<file path="src/rtl/cif_pkg.sv">
package cif_pkg;
    typedef enum logic [2:0] {
        REG_CTRL = 3'd0,
        REG_MASK = 3'd1,
        REG_GRP  = 3'd2,
        REG_ACK  = 3'd3,
        REG_EOI  = 3'd4,
        REG_RUN  = 3'd5
    } reg_idx_e;
endpackage

</file>
<file path="src/rtl/cif_regs.sv">
module cif_regs #(
    parameter int unsigned PRIO_W = 8,
    parameter int unsigned GRP_W  = 3
) (
    input  logic              clk,
    input  logic              rst_n,
    input  logic              wr_ctrl,
    input  logic              wr_mask,
    input  logic              wr_grp,
    input  logic [PRIO_W-1:0] wdata,
    output logic              en,
    output logic [PRIO_W-1:0] mask,
    output logic [GRP_W-1:0]  grp
);
    typedef struct packed {
        logic              en;
        logic [PRIO_W-1:0] mask;
        logic [GRP_W-1:0]  grp;
    } regs_t;

    regs_t r_d, r_q;

    always_comb begin
        r_d = r_q;
        if (wr_ctrl) r_d.en   = wdata[0];
        if (wr_mask) r_d.mask = wdata;
        if (wr_grp)  r_d.grp  = wdata[GRP_W-1:0];
    end

    always_ff @(posedge clk or negedge rst_n) begin
        if (!rst_n) r_q <= '0;
        else        r_q <= r_d;
    end

    assign en   = r_q.en;
    assign mask = r_q.mask;
    assign grp  = r_q.grp;
endmodule

</file>
<file path="src/rtl/cif_prio_gate.sv">
module cif_prio_gate #(
    parameter int unsigned PRIO_W = 8,
    parameter int unsigned GRP_W  = 3
) (
    input  logic              en,
    input  logic              cand_valid,
    input  logic [PRIO_W-1:0] cand_prio,
    input  logic [PRIO_W-1:0] mask,
    input  logic [GRP_W-1:0]  grp,
    input  logic              stk_empty,
    input  logic              stk_full,
    input  logic [PRIO_W-1:0] run_prio,
    output logic              qualify
);
    logic below_mask;
    logic beats_run;

    always_comb begin
        below_mask = cand_prio < mask;
        beats_run  = stk_empty || ((cand_prio >> grp) < (run_prio >> grp));
        qualify    = en && cand_valid && below_mask && beats_run && !stk_full;
    end
endmodule

</file>
<file path="src/rtl/cif_active_stack.sv">
module cif_active_stack #(
    parameter int unsigned DEPTH  = 4,
    parameter int unsigned ID_W   = 10,
    parameter int unsigned PRIO_W = 8
) (
    input  logic                         clk,
    input  logic                         rst_n,
    input  logic                         push,
    input  logic [ID_W-1:0]              push_id,
    input  logic [PRIO_W-1:0]            push_prio,
    input  logic                         pop,
    output logic [ID_W-1:0]              top_id,
    output logic [PRIO_W-1:0]            top_prio,
    output logic                         empty,
    output logic                         full,
    output logic [$clog2(DEPTH+1)-1:0]   count
);
    localparam int unsigned CNT_W = $clog2(DEPTH + 1);

    typedef struct packed {
        logic [ID_W-1:0]   id;
        logic [PRIO_W-1:0] prio;
    } entry_t;

    typedef struct packed {
        entry_t [DEPTH-1:0] ent;
        logic [CNT_W-1:0]   cnt;
    } stk_t;

    stk_t   s_d, s_q;
    entry_t top;

    always_comb begin
        s_d = s_q;
        if (push && !full) begin
            for (int i = 0; i < DEPTH; i++) begin
                if (s_q.cnt == CNT_W'(i)) s_d.ent[i] = '{id: push_id, prio: push_prio};
            end
            s_d.cnt = s_q.cnt + 1'b1;
        end else if (pop && !empty) begin
            s_d.cnt = s_q.cnt - 1'b1;
        end
    end

    always_comb begin
        top = '0;
        for (int i = 0; i < DEPTH; i++) begin
            if (s_q.cnt == CNT_W'(i + 1)) top = s_q.ent[i];
        end
    end

    always_ff @(posedge clk or negedge rst_n) begin
        if (!rst_n) s_q <= '0;
        else        s_q <= s_d;
    end

    assign empty    = (s_q.cnt == '0);
    assign full     = (s_q.cnt == CNT_W'(DEPTH));
    assign top_id   = top.id;
    assign top_prio = top.prio;
    assign count    = s_q.cnt;
endmodule

</file>
<file path="src/rtl/cpu_irq_iface.sv">
module cpu_irq_iface #(
    parameter int unsigned ID_W   = 10,
    parameter int unsigned PRIO_W = 8,
    parameter int unsigned NEST   = 4,
    parameter int unsigned ADDR_W = 5,
    parameter int unsigned DATA_W = 32
) (
    input  logic              clk,
    input  logic              rst_n,
    input  logic              bus_sel,
    input  logic              bus_wr,
    input  logic [ADDR_W-1:0] bus_addr,
    input  logic [DATA_W-1:0] bus_wdata,
    output logic [DATA_W-1:0] bus_rdata,
    input  logic              cand_valid,
    input  logic [ID_W-1:0]   cand_id,
    input  logic [PRIO_W-1:0] cand_prio,
    output logic              irq_o,
    output logic              ack_o,
    output logic [ID_W-1:0]   ack_id_o,
    output logic              eoi_o,
    output logic [ID_W-1:0]   eoi_id_o
);
    import cif_pkg::*;

    localparam int unsigned GRP_W = $clog2(PRIO_W);
    localparam int unsigned CNT_W = $clog2(NEST + 1);
    localparam logic [ID_W-1:0] SPUR_ID = '1;
    localparam logic [PRIO_W-1:0] IDLE_PRIO = '1;

    typedef struct packed {
        logic            irq;
        logic            ack;
        logic [ID_W-1:0] ack_id;
        logic            eoi;
        logic [ID_W-1:0] eoi_id;
    } out_t;

    out_t o_d, o_q;

    reg_idx_e          idx;
    logic              rd_ack, wr_eoi;
    logic              ctrl_en;
    logic [PRIO_W-1:0] mask_val;
    logic [GRP_W-1:0]  grp_val;
    logic              stk_empty, stk_full;
    logic [ID_W-1:0]   top_id;
    logic [PRIO_W-1:0] top_prio;
    logic [CNT_W-1:0]  stk_cnt;
    logic [PRIO_W-1:0] run_prio;
    logic              qualify;
    logic              do_push, do_pop;
    logic              unused_bits;

    assign idx    = reg_idx_e'(bus_addr[4:2]);
    assign rd_ack = bus_sel && !bus_wr && (idx == REG_ACK);
    assign wr_eoi = bus_sel && bus_wr && (idx == REG_EOI);
    assign unused_bits = ^{bus_wdata[DATA_W-1:ID_W], bus_addr[1:0]};

    cif_regs #(.PRIO_W(PRIO_W), .GRP_W(GRP_W)) u_regs (
        .clk     (clk),
        .rst_n   (rst_n),
        .wr_ctrl (bus_sel && bus_wr && (idx == REG_CTRL)),
        .wr_mask (bus_sel && bus_wr && (idx == REG_MASK)),
        .wr_grp  (bus_sel && bus_wr && (idx == REG_GRP)),
        .wdata   (bus_wdata[PRIO_W-1:0]),
        .en      (ctrl_en),
        .mask    (mask_val),
        .grp     (grp_val)
    );

    assign run_prio = stk_empty ? IDLE_PRIO : top_prio;

    cif_prio_gate #(.PRIO_W(PRIO_W), .GRP_W(GRP_W)) u_gate (
        .en         (ctrl_en),
        .cand_valid (cand_valid),
        .cand_prio  (cand_prio),
        .mask       (mask_val),
        .grp        (grp_val),
        .stk_empty  (stk_empty),
        .stk_full   (stk_full),
        .run_prio   (run_prio),
        .qualify    (qualify)
    );

    assign do_push = rd_ack && qualify;
    assign do_pop  = wr_eoi && !stk_empty && (bus_wdata[ID_W-1:0] == top_id);

    cif_active_stack #(.DEPTH(NEST), .ID_W(ID_W), .PRIO_W(PRIO_W)) u_stack (
        .clk       (clk),
        .rst_n     (rst_n),
        .push      (do_push),
        .push_id   (cand_id),
        .push_prio (cand_prio),
        .pop       (do_pop),
        .top_id    (top_id),
        .top_prio  (top_prio),
        .empty     (stk_empty),
        .full      (stk_full),
        .count     (stk_cnt)
    );

    always_comb begin
        bus_rdata = '0;
        case (idx)
            REG_CTRL: bus_rdata[0]          = ctrl_en;
            REG_MASK: bus_rdata[PRIO_W-1:0] = mask_val;
            REG_GRP:  bus_rdata[GRP_W-1:0]  = grp_val;
            REG_ACK:  bus_rdata[ID_W-1:0]   = qualify ? cand_id : SPUR_ID;
            REG_RUN:  bus_rdata[PRIO_W-1:0] = run_prio;
            default:  bus_rdata             = '0;
        endcase
    end

    always_comb begin
        o_d        = o_q;
        o_d.irq    = qualify;
        o_d.ack    = do_push;
        o_d.eoi    = do_pop;
        if (do_push) o_d.ack_id = cand_id;
        if (do_pop)  o_d.eoi_id = top_id;
    end

    always_ff @(posedge clk or negedge rst_n) begin
        if (!rst_n) o_q <= '0;
        else        o_q <= o_d;
    end

    assign irq_o    = o_q.irq;
    assign ack_o    = o_q.ack;
    assign ack_id_o = o_q.ack_id;
    assign eoi_o    = o_q.eoi;
    assign eoi_id_o = o_q.eoi_id;
endmodule

</file>
<file path="config.mk">
export PLATFORM = sky130hd
export DESIGN_NAME = cpu_irq_iface
export DESIGN_NICKNAME = d
export VERILOG_FILES = /design/src/rtl/cif_pkg.sv /design/src/rtl/cif_regs.sv /design/src/rtl/cif_prio_gate.sv /design/src/rtl/cif_active_stack.sv /design/src/rtl/cpu_irq_iface.sv
export SDC_FILE = /design/constraint.sdc
export NUM_CORES = 1
export LEC_CHECK = 0
export ABC_AREA = 1
export BUFFER_PORTS_ARGS = -buffer_cell sky130_fd_sc_hd__clkbuf_2
export CAP_MARGIN = 20
export CORE_ASPECT_RATIO = 1.25
export CORE_MARGIN = 8
export CORE_UTILIZATION = 35
export DETAILED_ROUTE_END_ITERATION = 10
export GPL_TIMING_DRIVEN = 0
export HOLD_SLACK_MARGIN = 0.05
export PLACE_DENSITY = 0.65
export RECOVER_POWER = 50
export SLEW_MARGIN = 20
export SYNTH_ARGS = -nofsm -noshare
export SYNTH_HDL_FRONTEND = slang
export SYNTH_SLANG_ARGS = --single-unit
</file>
<file path="constraint.sdc">
create_clock -name clk -period 4.7 [get_ports clk]
set_input_delay 0.705 -clock clk [delete_from_list [all_inputs] [get_ports clk]]
set_output_delay 0.705 -clock clk [all_outputs]
set_load 0.05 [all_outputs]
</file>
Word-level counts from Yosys, hierarchy flattened

Index checks and enable logic that the tools add are counted.

Magnitude comparators: 2
Add/sub/neg operators: 2
Mux-type cells: 12
Equality and inequality tests: 10
Shift-type cells: 2
Reduce and logical (&&, ||, !) cells: 27

Operators by type and width:

| kind                                                               | count |
|---|---|
| 18-bit two-way mux                                                 | 4 |
| 1-bit logical AND                                                  | 16 |
| 8-bit < comparator                                                 | 2 |
| 8-bit by 3-bit right shift with 8-bit output                       | 2 |
| 5-bit one-hot mux with 3 select lines                              | 1 |
| 3-bit by 2-bit == test with 1-bit output, second input constant    | 4 |
| 10-bit == test                                                     | 1 |
| 10-bit two-way mux                                                 | 1 |
| 3-bit == test, second input constant                               | 3 |
| 8-bit two-way mux                                                  | 1 |
| 2-bit one-hot mux with 4 select lines                              | 1 |
| 2-bit AND reduction                                                | 4 |
| 3-bit by 1-bit == test with 1-bit output, second input constant    | 2 |
| 3-bit logical NOT                                                  | 2 |
| 3-bit two-way mux                                                  | 2 |
| 1-bit one-hot mux with 5 select lines                              | 1 |
| 3-bit by 1-bit adder with 3-bit output, second input constant      | 1 |
| 1-bit logical NOT                                                  | 3 |
| 3-bit by 1-bit subtractor with 3-bit output, second input constant | 1 |
| 2-bit two-way mux                                                  | 1 |
| 2-bit nonzero test                                                 | 1 |
| 1-bit logical OR                                                   | 1 |

Output and inout port bits: 55
Register bits after elaboration: 110

Longest topological paths before layout

Gate-level depths: netlist (run 1).

Depth in word-level cells: 14
Gate-level depth with buffers: 29
Mapped depth without buffers: 27

By module

Synthesis (run 1) repeated with hierarchy kept, for this count alone.

Cells, all modules: 932
Area, all modules: 6668.9 um2

By module, submodules not included:

| module           | sequential area each (um2) | area each (um2) | instances | cells each |
|---|---|---|---|---|
| cif_active_stack | 1876.8                     | 3757.4          | 1         | 484 |
| cpu_irq_iface    | 575.6                      | 1631.6          | 1         | 246 |
| cif_prio_gate    | 0.0                        | 822.0           | 1         | 150 |
| cif_regs         | 300.3                      | 457.9           | 1         | 52 |

Least setup slack after synthesis (run 1)

No wires, ideal clock.

Path kind: register -> output
Start point: reg u_stack.s_q, in the netlist u_stack.count[0]
End point: out bus_rdata[0]
Setup slack: 0.530 ns
Arrival: 3.465 ns
Stages on the path, launching flop included: 20
Buffers on the path: 1
Path through: dfrtp_1 > ha_1 > ha_1 > inv_2 > buf_2 > nand2_1 > nand2_2 > a21oi_1 > a31oi_1 > o21ai_0 > or2_2 > ha_1 > a21oi_1 > nor2_1 > a211oi_1 > nand2_2 > nand2_4 > nand2_2 > nor2_1 > o21bai_1

Cells in the longest elaborated chain, start to end: 13

Ends and longest elaborated chain:

| element                                      | line                   | RTL |
|---|---|---|
| start, declared                              | cif_active_stack.sv:30 | `stk_t s_d, s_q;` |
| start signal, assigned                       | cif_active_stack.sv:53 | `if (!rst_n) s_q <= '0;` |
| start signal, assigned                       | cif_active_stack.sv:54 | `else s_q <= s_d;` |
| 3-bit by 1-bit == test with 1-bit output     | cif_active_stack.sv:48 | `if (s_q.cnt == CNT_W'(i + 1)) top = s_q.ent[i];` |
| 18-bit two-way mux (4 in a row)              | cif_active_stack.sv:48 |  |
| 8-bit two-way mux                            | cpu_irq_iface.sv:72    | `assign run_prio = stk_empty ? IDLE_PRIO : top_prio;` |
| 8-bit by 3-bit right shift with 8-bit output | cif_prio_gate.sv:20    | `beats_run = stk_empty \|\| ((cand_prio >> grp) < (run_prio >> grp));` |
| 8-bit < comparator                           | cif_prio_gate.sv:20    |  |
| 1-bit logical OR                             | cif_prio_gate.sv:20    |  |
| 1-bit logical AND (2 in a row)               | cif_prio_gate.sv:21    | `qualify = en && cand_valid && below_mask && beats_run && !stk_full;` |
| 10-bit two-way mux                           | cpu_irq_iface.sv:109   | `REG_ACK: bus_rdata[ID_W-1:0] = qualify ? cand_id : SPUR_ID;` |
| 1-bit one-hot mux with 5 select lines (*)    | cpu_irq_iface.sv:105   | `case (idx)` |
| end, declared                                | cpu_irq_iface.sv:14    | `output logic [DATA_W-1:0] bus_rdata,` |

Every way passes the cells marked *; elsewhere a longest branch is shown, timed or not.

Worst setup path in the final report (run 1)

Start point: reg u_stack.s_q, in the netlist u_stack.count[0]
End point: out bus_rdata[4]

Cells in the longest elaborated chain, start to end: 13

Ends and longest elaborated chain:

| element                                      | line |
|---|---|
| 3-bit by 1-bit == test with 1-bit output     | cif_active_stack.sv:48 |
| 18-bit two-way mux (4 in a row)              | cif_active_stack.sv:48 |
| 8-bit two-way mux                            | cpu_irq_iface.sv:72 |
| 8-bit by 3-bit right shift with 8-bit output | cif_prio_gate.sv:20 |
| 8-bit < comparator                           | cif_prio_gate.sv:20 |
| 1-bit logical OR                             | cif_prio_gate.sv:20 |
| 1-bit logical AND (2 in a row)               | cif_prio_gate.sv:21 |
| 10-bit two-way mux                           | cpu_irq_iface.sv:109 |
| 5-bit one-hot mux with 3 select lines (*)    | cpu_irq_iface.sv:105 |

Marked as above.

==> impl_metrics.ini, run 1 <==
[timing]
worst_slack_ns = 0.253
slew_headroom = -0.465
hold_viol_final = 0
finalClockSkew_ns = 0.00947
grt_setup_unrepaired = false
period_share = 0.946
fin_crit_ns = 4.45
maxSlewViolCount = 113
max_freq_mhz = 225
setup_viol = 0
worstMarginPinSlew_ns = 2.20
whs_ns = 0.481

[floorplanning]
die_area_um2 = 23800
rows = 56
io_pins = 115
die_h_um = 170
die_w_um = 139
core-area_um2 = 18700
start_util = 0.356

[yosys]
yosys_warnings = 0
synth_edf_count = 0
synthCells = 873
synth_top_area_frac = 0.413
synth_top_area_cell = dfrtp_1
synthFlopType = dfrtp_1
netlist_area_um2 = 6670
synth_xor_area_frac = 0.00394
synthArstFlopShare = 1.00
synthAdderAreaFrac = 0.0375
syn_avg_cell_area_um2 = 7.64
yosysSeqAreaShare = 0.413
synth_top_family_by_area = simple AND/OR/NAND/NOR gates
synth.distinct_cells = 45
ys_seq_elements = 110
synth-simple-area-share = 0.354
synth_top_cells_by_area = dfrtp_1 (41%), nand2_1 (19%), nand4_1 (7.2%), ha_1 (3.8%), o21ai_0 (2.9%)
synth_compound_gate_area_share = 0.0872
synthMuxAreaShare = 0.00450

[clock_network]
clock_latency_ns = 0.37
cts_root_buffer = clkbuf_16
cts-htree-levels = 3
postCtsHoldBufs = 0
cts_tree = yes
path_clk_slew_ns = 0.08
cts_sinks = 110
numCtsBuffers = 9
cts_buffer_depth = 2

[hold_path]
hold_path.class = register to register

[place]
portBuffers = 68
gp_congestion = 0.903
dp_slack_ns = -0.00952
detailed_place_hpwl_um = 16200
dpl_cell_area_um2 = 7410

[routing]
drt_iter0_drc = 443
drcViolationCount = 0
routed_via_density = 5.18
drt_first_pass_iters = 8
vias = 6301
postRouteWirelength_um = 21400
post_drt_wl_per_cell_um = 17.6
ant_nets = 0

[global_route]
globalRouteTotalUtil = 0.182
antenna_found_initial = 0
gr-total-overflow = 0
grt_max_degree = 72
grt_pass1_vias = 6189
grt_pass1_wl_um = 33900

[finish]
syn_to_final_growth_pct = 17.5
utilization = 0.419
drive_gt1_frac = 0.195
fin_area_um2 = 7830
nNetsFinal = 1060
n_fill_cell = 1967
diodes = 0

[outcome]
violations = capacitance limit, slew limit
status = complete, but fails checks

[setup_path]
cp.arrival_ns = 3.74
end_kind = output port
crit_path_top_delay_cell = dfrtp_1
slowest_delay_ns = 0.42
crit_buf_inv = 5
worstSetupPathType = register to output port
crit_required_ns = 3.99
crit_family = simple AND/OR/NAND/NOR gates
critPathMaxFanout = 10
critical_path.most_common_cell = nand2_1
worstPathCellList = inv_2 -> ha_1 -> buf_6 -> inv_4 -> nor2_8 -> buf_4 -> nand2_1 -> nand3_1 -> nand2_1 -> a31oi_2 -> o21ai_2 -> or2_2 -> ha_4 -> a21oi_2 -> nor2_1 -> a211oi_2 -> nand2_2 -> nand2_8 -> nand2_4 -> o21ai_1 -> nand2_1 -> clkbuf_8
startpoint_type = register

[power]
p_per_area_nw_per_um2 = 357
power_w = 0.00280
p_leak_nw = 4.19
peakVddDrop_uv = 209

[run]
max-cap-violations = 2
==> layer usage <==
layer,part of all wire,wire length (um),track usage
met4,0.035,747,0.0794
met1,0.44,9400,0.231
met5,0,0,0
met3,0.058,1250,0.0395
met2,0.47,9970,0.296
==> flip-flops by register name (all words and copies together), names as in the netlist <==
register       cells
u_regs.en          1
u_stack.count      3
ack_id_o          10
u_regs.grp         3
u_stack.s_q       72
eoi_id_o          10
eoi_o              1
irq_o              1
u_regs.mask        8
ack_o              1
==> cell usage after synthesis (2+ instances only) <==
library cell	n
o21ai_0	39
o21bai_1	5
buf_6	10
clkbuf_1	7
nand4_4	4
nand3_1	34
o22ai_1	10
o211ai_1	4
a21oi_1	28
dfrtp_1	110
buf_2	31
or2_2	6
nand4_1	77
o2111ai_1	2
nand2_2	7
nor3_1	3
ha_1	20
mux2i_1	3
inv_2	7
nand3_2	3
xor2_1	2
inv_1	44
a22oi_1	2
buf_4	22
nand2_1	332
nor2_1	38
a31oi_1	5
==> layout make-up <==
class	instances	area, um2	share of cell area
buffer	71	473	0.0604
clock buffer	9	225	0.0287
clock inverter	7	77.6	0.00990
inverter	52	198	0.0252
multi-input combinational	661	3410	0.436
sequential	110	2750	0.351
tap	232	290	0.0371
timing repair buffer	75	405	0.0517
==> worst paths after layout <==
kind | from | endpoint | slack [ns] | cells past startpoint
setup / recovery | u_stack.count[0] | bus_rdata[4] | 0.25 | 22
hold / removal | ack_id_o[7] | ack_id_o[7] | 0.48 | 2
setup reg to reg | u_stack.count[0] | u_stack.s_q[65] | 0.96 | 22
hold reg to reg | ack_id_o[7] | ack_id_o[7] | 0.48 | 2
max in group asynchronous | rst_n | u_stack.s_q[24] | 0.92 | 2
min in group asynchronous | rst_n | eoi_id_o[2] | 0.98 | 1
==> layout by cell type, fill, tap and decap left out, drive strengths merged, types with 2 or more instances in the layout <==
cell     instances
o21bai           5
buf             72
o22ai           10
nor2            40
a22oi            2
o21ai           40
nor3             5
nand3           38
nand2          340
clkbuf          83
a21oi           29
conb            22
nand4           81
or2              6
inv             55
ha              20
dfrtp          110
mux2i            3
a31oi            5
xor2             2
o211ai           4
clkinv           3
o2111ai          2
==> power by group <==
part           internal, W  switching, W
combinational     0.000303      0.000655
sequential        0.000997     0.0000310
clock             0.000421      0.000393
==> worst reg2reg max path, cell delays in order (launching register included) <==
cell and delay, ns:
dfrtp_1 0.42, inv_2 0.10, ha_1 0.16, buf_6 0.14, inv_4 0.06, nor2_8 0.14, buf_4 0.15, nand2_1 0.05
nand3_1 0.07, nand2_1 0.09, a31oi_2 0.23, o21ai_2 0.09, or2_2 0.31, ha_4 0.23, a21oi_2 0.11, nor2_1 0.05
a211oi_2 0.16, nand2_2 0.16, buf_4 0.18, a21oi_4 0.37, buf_6 0.21, nand4_1 0.12, nand2_1 0.09
==> stage by stage <==
step	cells	TNS, ns
CTS	1213	0
finish	1217	0
global route	1217	0
global placement	1194	0
floorplan	894	0
detailed placement	1195	-0.00952
==> cells by family after synthesis <==
group	count (synthesis)
buffers and inverters	123
AOI/OAI and AO/OA	101
muxes	3
adders and majority gates	20
DFF	110
other	1
and+or+nand+nor	512
xor gates and xnor gates	3
==> what timing repair did <==
| action | 4_1_cts | 5_1_grt |
|---|---|---|
| endpoints found under the setup margin | 10 | 10 |
| pin swaps | 2 | 3 |
| gates resized for setup | 17 | 32 |
| buffers inserted | 2 | 4 |
| endpoints found under the hold margin | 0 | 0 |
(Power assumes the default switching activity.)
==> inputs of run 2 (changes only) <==
ABC_CLOCK_PERIOD_IN_PS = 4700   (was unset)
CORE_MARGIN = 2   (was 8)
PLACE_DENSITY = 0.58   (was 0.65)
==> run 2 against run 1 <==
Effect of this change:
- the run still ends with capacitance limit, slew limit left
- setup slack got worse by 0.039 ns
- first-iteration DRC count grew 31%
- wire length is 1.4% lower
- clock power decreased by 7.2%
==> impl_metrics.ini, run 2 (synthesis results as in run 1) <==
[finish]
multi_input_area_um2 = 3420
nNetsFinal = 1068
drive_gt1_frac = 0.198
final_common_cell = nand2_1
final_cell_mix = nand2_1 (332), dfrtp_1 (110), nand4_1 (77)
largest-register = u_stack.s_q
utilization = 0.422
fin_area_um2 = 7890
largest_reg_flops = 72
seqCellArea_um2 = 2750
syn_to_final_growth_pct = 18.3
n_fill_cell = 1962
diodes = 0

[setup_path]
end_kind = output port
cp.arrival_ns = 3.78
rr_worst_depth = 23
worstSetupPathType = register to output port
critPathMaxFanout = 10
crit_required_ns = 3.99
endpoint = bus_rdata[1]
startpoint_type = register
rr_endpoint = u_stack.s_q[22]
critPathLaunch = u_stack.count[0]
ff2ff_setup_slack_ns = 0.89
r2r_start = u_stack.count[0]

[clock_network]
cts-htree-levels = 3
cts_root_buffer = clkbuf_16
postCtsHoldBufs = 0
path_clk_slew_ns = 0.07
numCtsBuffers = 9
cts_tree = yes
clock_latency_ns = 0.37
cts_sinks = 110
cts_buffer_depth = 2

[routing]
drt_iter0_drc = 582
drcViolationCount = 0
post_drt_wl_per_cell_um = 17.2
postRouteWirelength_um = 21100
routed_via_density = 5.09
vias = 6236
ant_nets = 0
drt_first_pass_iters = 5

[hold_path]
min_from = u_stack.s_q[62]
hold_path.class = register to register

[outcome]
status = complete, but fails checks
violations = capacitance limit, slew limit

[power]
p_int_w = 0.00167
swShare = 0.391
p_comb_frac = 0.352
peakVddDrop_uv = 192
power_switching_w = 0.00108
p_leak_nw = 4.22
pwr-share-seq = 0.373
p_per_area_nw_per_um2 = 348
pwr-share-clk = 0.275

[place]
gp_congestion = 0.908
portBuffers = 68
dpl_cell_area_um2 = 7410
detailed_place_hpwl_um = 15700

[global_route]
grtUsageMet3 = 0.0235
use_met2 = 0.357
grt_pass1_vias = 5930
grt_max_degree = 81
globalRouteTotalUtil = 0.214
grt.busiest_layer = met2
use_met1 = 0.292
gr-total-overflow = 0
grt_pass1_wl_um = 33000
antenna_found_initial = 0

[timing]
fin_tns_setup_ns = 0
hold_viol_final = 0
slew_headroom = -0.357
max_freq_mhz = 223
setup_viol = 0
period_share = 0.954
finalClockSkew_ns = 0.0108
fin_crit_ns = 4.49
maxSlewViolCount = 113
worstMarginPinSlew_ns = 2.04

[floorplanning]
die_w_um = 127
core-area_um2 = 18700
die_h_um = 158
io_pins = 115
start_util = 0.356
die_area_um2 = 20200
rows = 56

[run]
max-cap-violations = 2
run 2: changes by cell type in the layout (fill, tap and decap cells not counted), moves of 2 or more:
cell	before	now
clkbuf_4	6	1
buf_4	31	43
clkinv_4	1	3
clkinv_2	2	0
inv_6	2	0
run 2: layout make-up:
| cell class | instances | share of cell area |
|---|---|---|
| sequential | 110 | 0.349 |
| clock buffer | 11 | 0.0295 |
| tap | 232 | 0.0368 |
| multi-input combinational | 661 | 0.434 |
| inverter | 52 | 0.0251 |
| timing repair buffer | 83 | 0.0598 |
| clock inverter | 5 | 0.00571 |
| buffer | 71 | 0.0598 |
run 2: how the worst min path moves through the flow:
| stage | to | slack, ns | cells past startpoint |
|---|---|---|---|
| 3_3_place_gp | u_stack.s_q[57] | 0.46 | 2 |
| 5_1_grt | u_stack.s_q[73] | 0.50 | 2 |
| 4_1_cts | eoi_id_o[3] | 0.23 | 1 |
| 6_report | u_stack.s_q[62] | 0.48 | 2 |
| 2_1_floorplan | ack_id_o[0] | 0.41 | 0 |
| 3_5_place_dp | u_stack.s_q[57] | 0.46 | 2 |
run 2: through the flow:
| step | power (W) | setup slack, ns | std cells | hold WS, ns |
|---|---|---|---|---|
| 2_1_floorplan | 0.00169 | 0.530 | 894 | 0.409 |
| 3_3_place_gp | 0.00194 | -0.0716 | 1194 | 0.458 |
| 3_5_place_dp | 0.00194 | -0.0480 | 1195 | 0.458 |
| 4_1_cts | 0.00273 | -0.0285 | 1214 | 0.227 |
| 5_1_grt | 0.00290 | -0.0338 | 1225 | 0.496 |
| 6_report | 0.00275 | 0.215 | 1225 | 0.480 |
run 2: timing repair:
item                                    CTS  global route
setup buffers                             3            11
pin swaps                                 2             4
endpoints found under the setup margin   10            10
resized for setup                        16            37
run 2: layer usage:
metal | part of all wire | vias to the layer above
li1 | - | 3090
met1 | 0.45 | 2901
met2 | 0.48 | 219
met3 | 0.049 | 26
met4 | 0.021 | 0
met5 | 0 | -
run 2: critical path: stages, from the launching register on:
cell and delay, ns:
dfrtp_1 0.42, inv_2 0.10, ha_1 0.17, buf_6 0.11
inv_4 0.05, nor2_8 0.14, buf_4 0.14, nand2_1 0.05
nand3_1 0.08, nand2_1 0.07, a31oi_1 0.25, o21ai_1 0.15
or2_2 0.32, ha_4 0.23, a21oi_2 0.11, nor2_1 0.06
a211oi_2 0.17, nand2_2 0.17, nand2_8 0.12, nand2_8 0.09
o21ai_2 0.15, nand2_1 0.10, clkbuf_8 0.19
run 2: power groups by stage:
stage / Sequential [W] / Combinational, W / Clock [W]
2_1_floorplan: 0.00107 / 0.000618 / 0
3_3_place_gp: 0.00104 / 0.000892 / 0
3_5_place_dp: 0.00104 / 0.000899 / 0
4_1_cts: 0.00103 / 0.000932 / 0.000769
5_1_grt: 0.00103 / 0.00107 / 0.000804
6_report: 0.00103 / 0.000966 / 0.000755
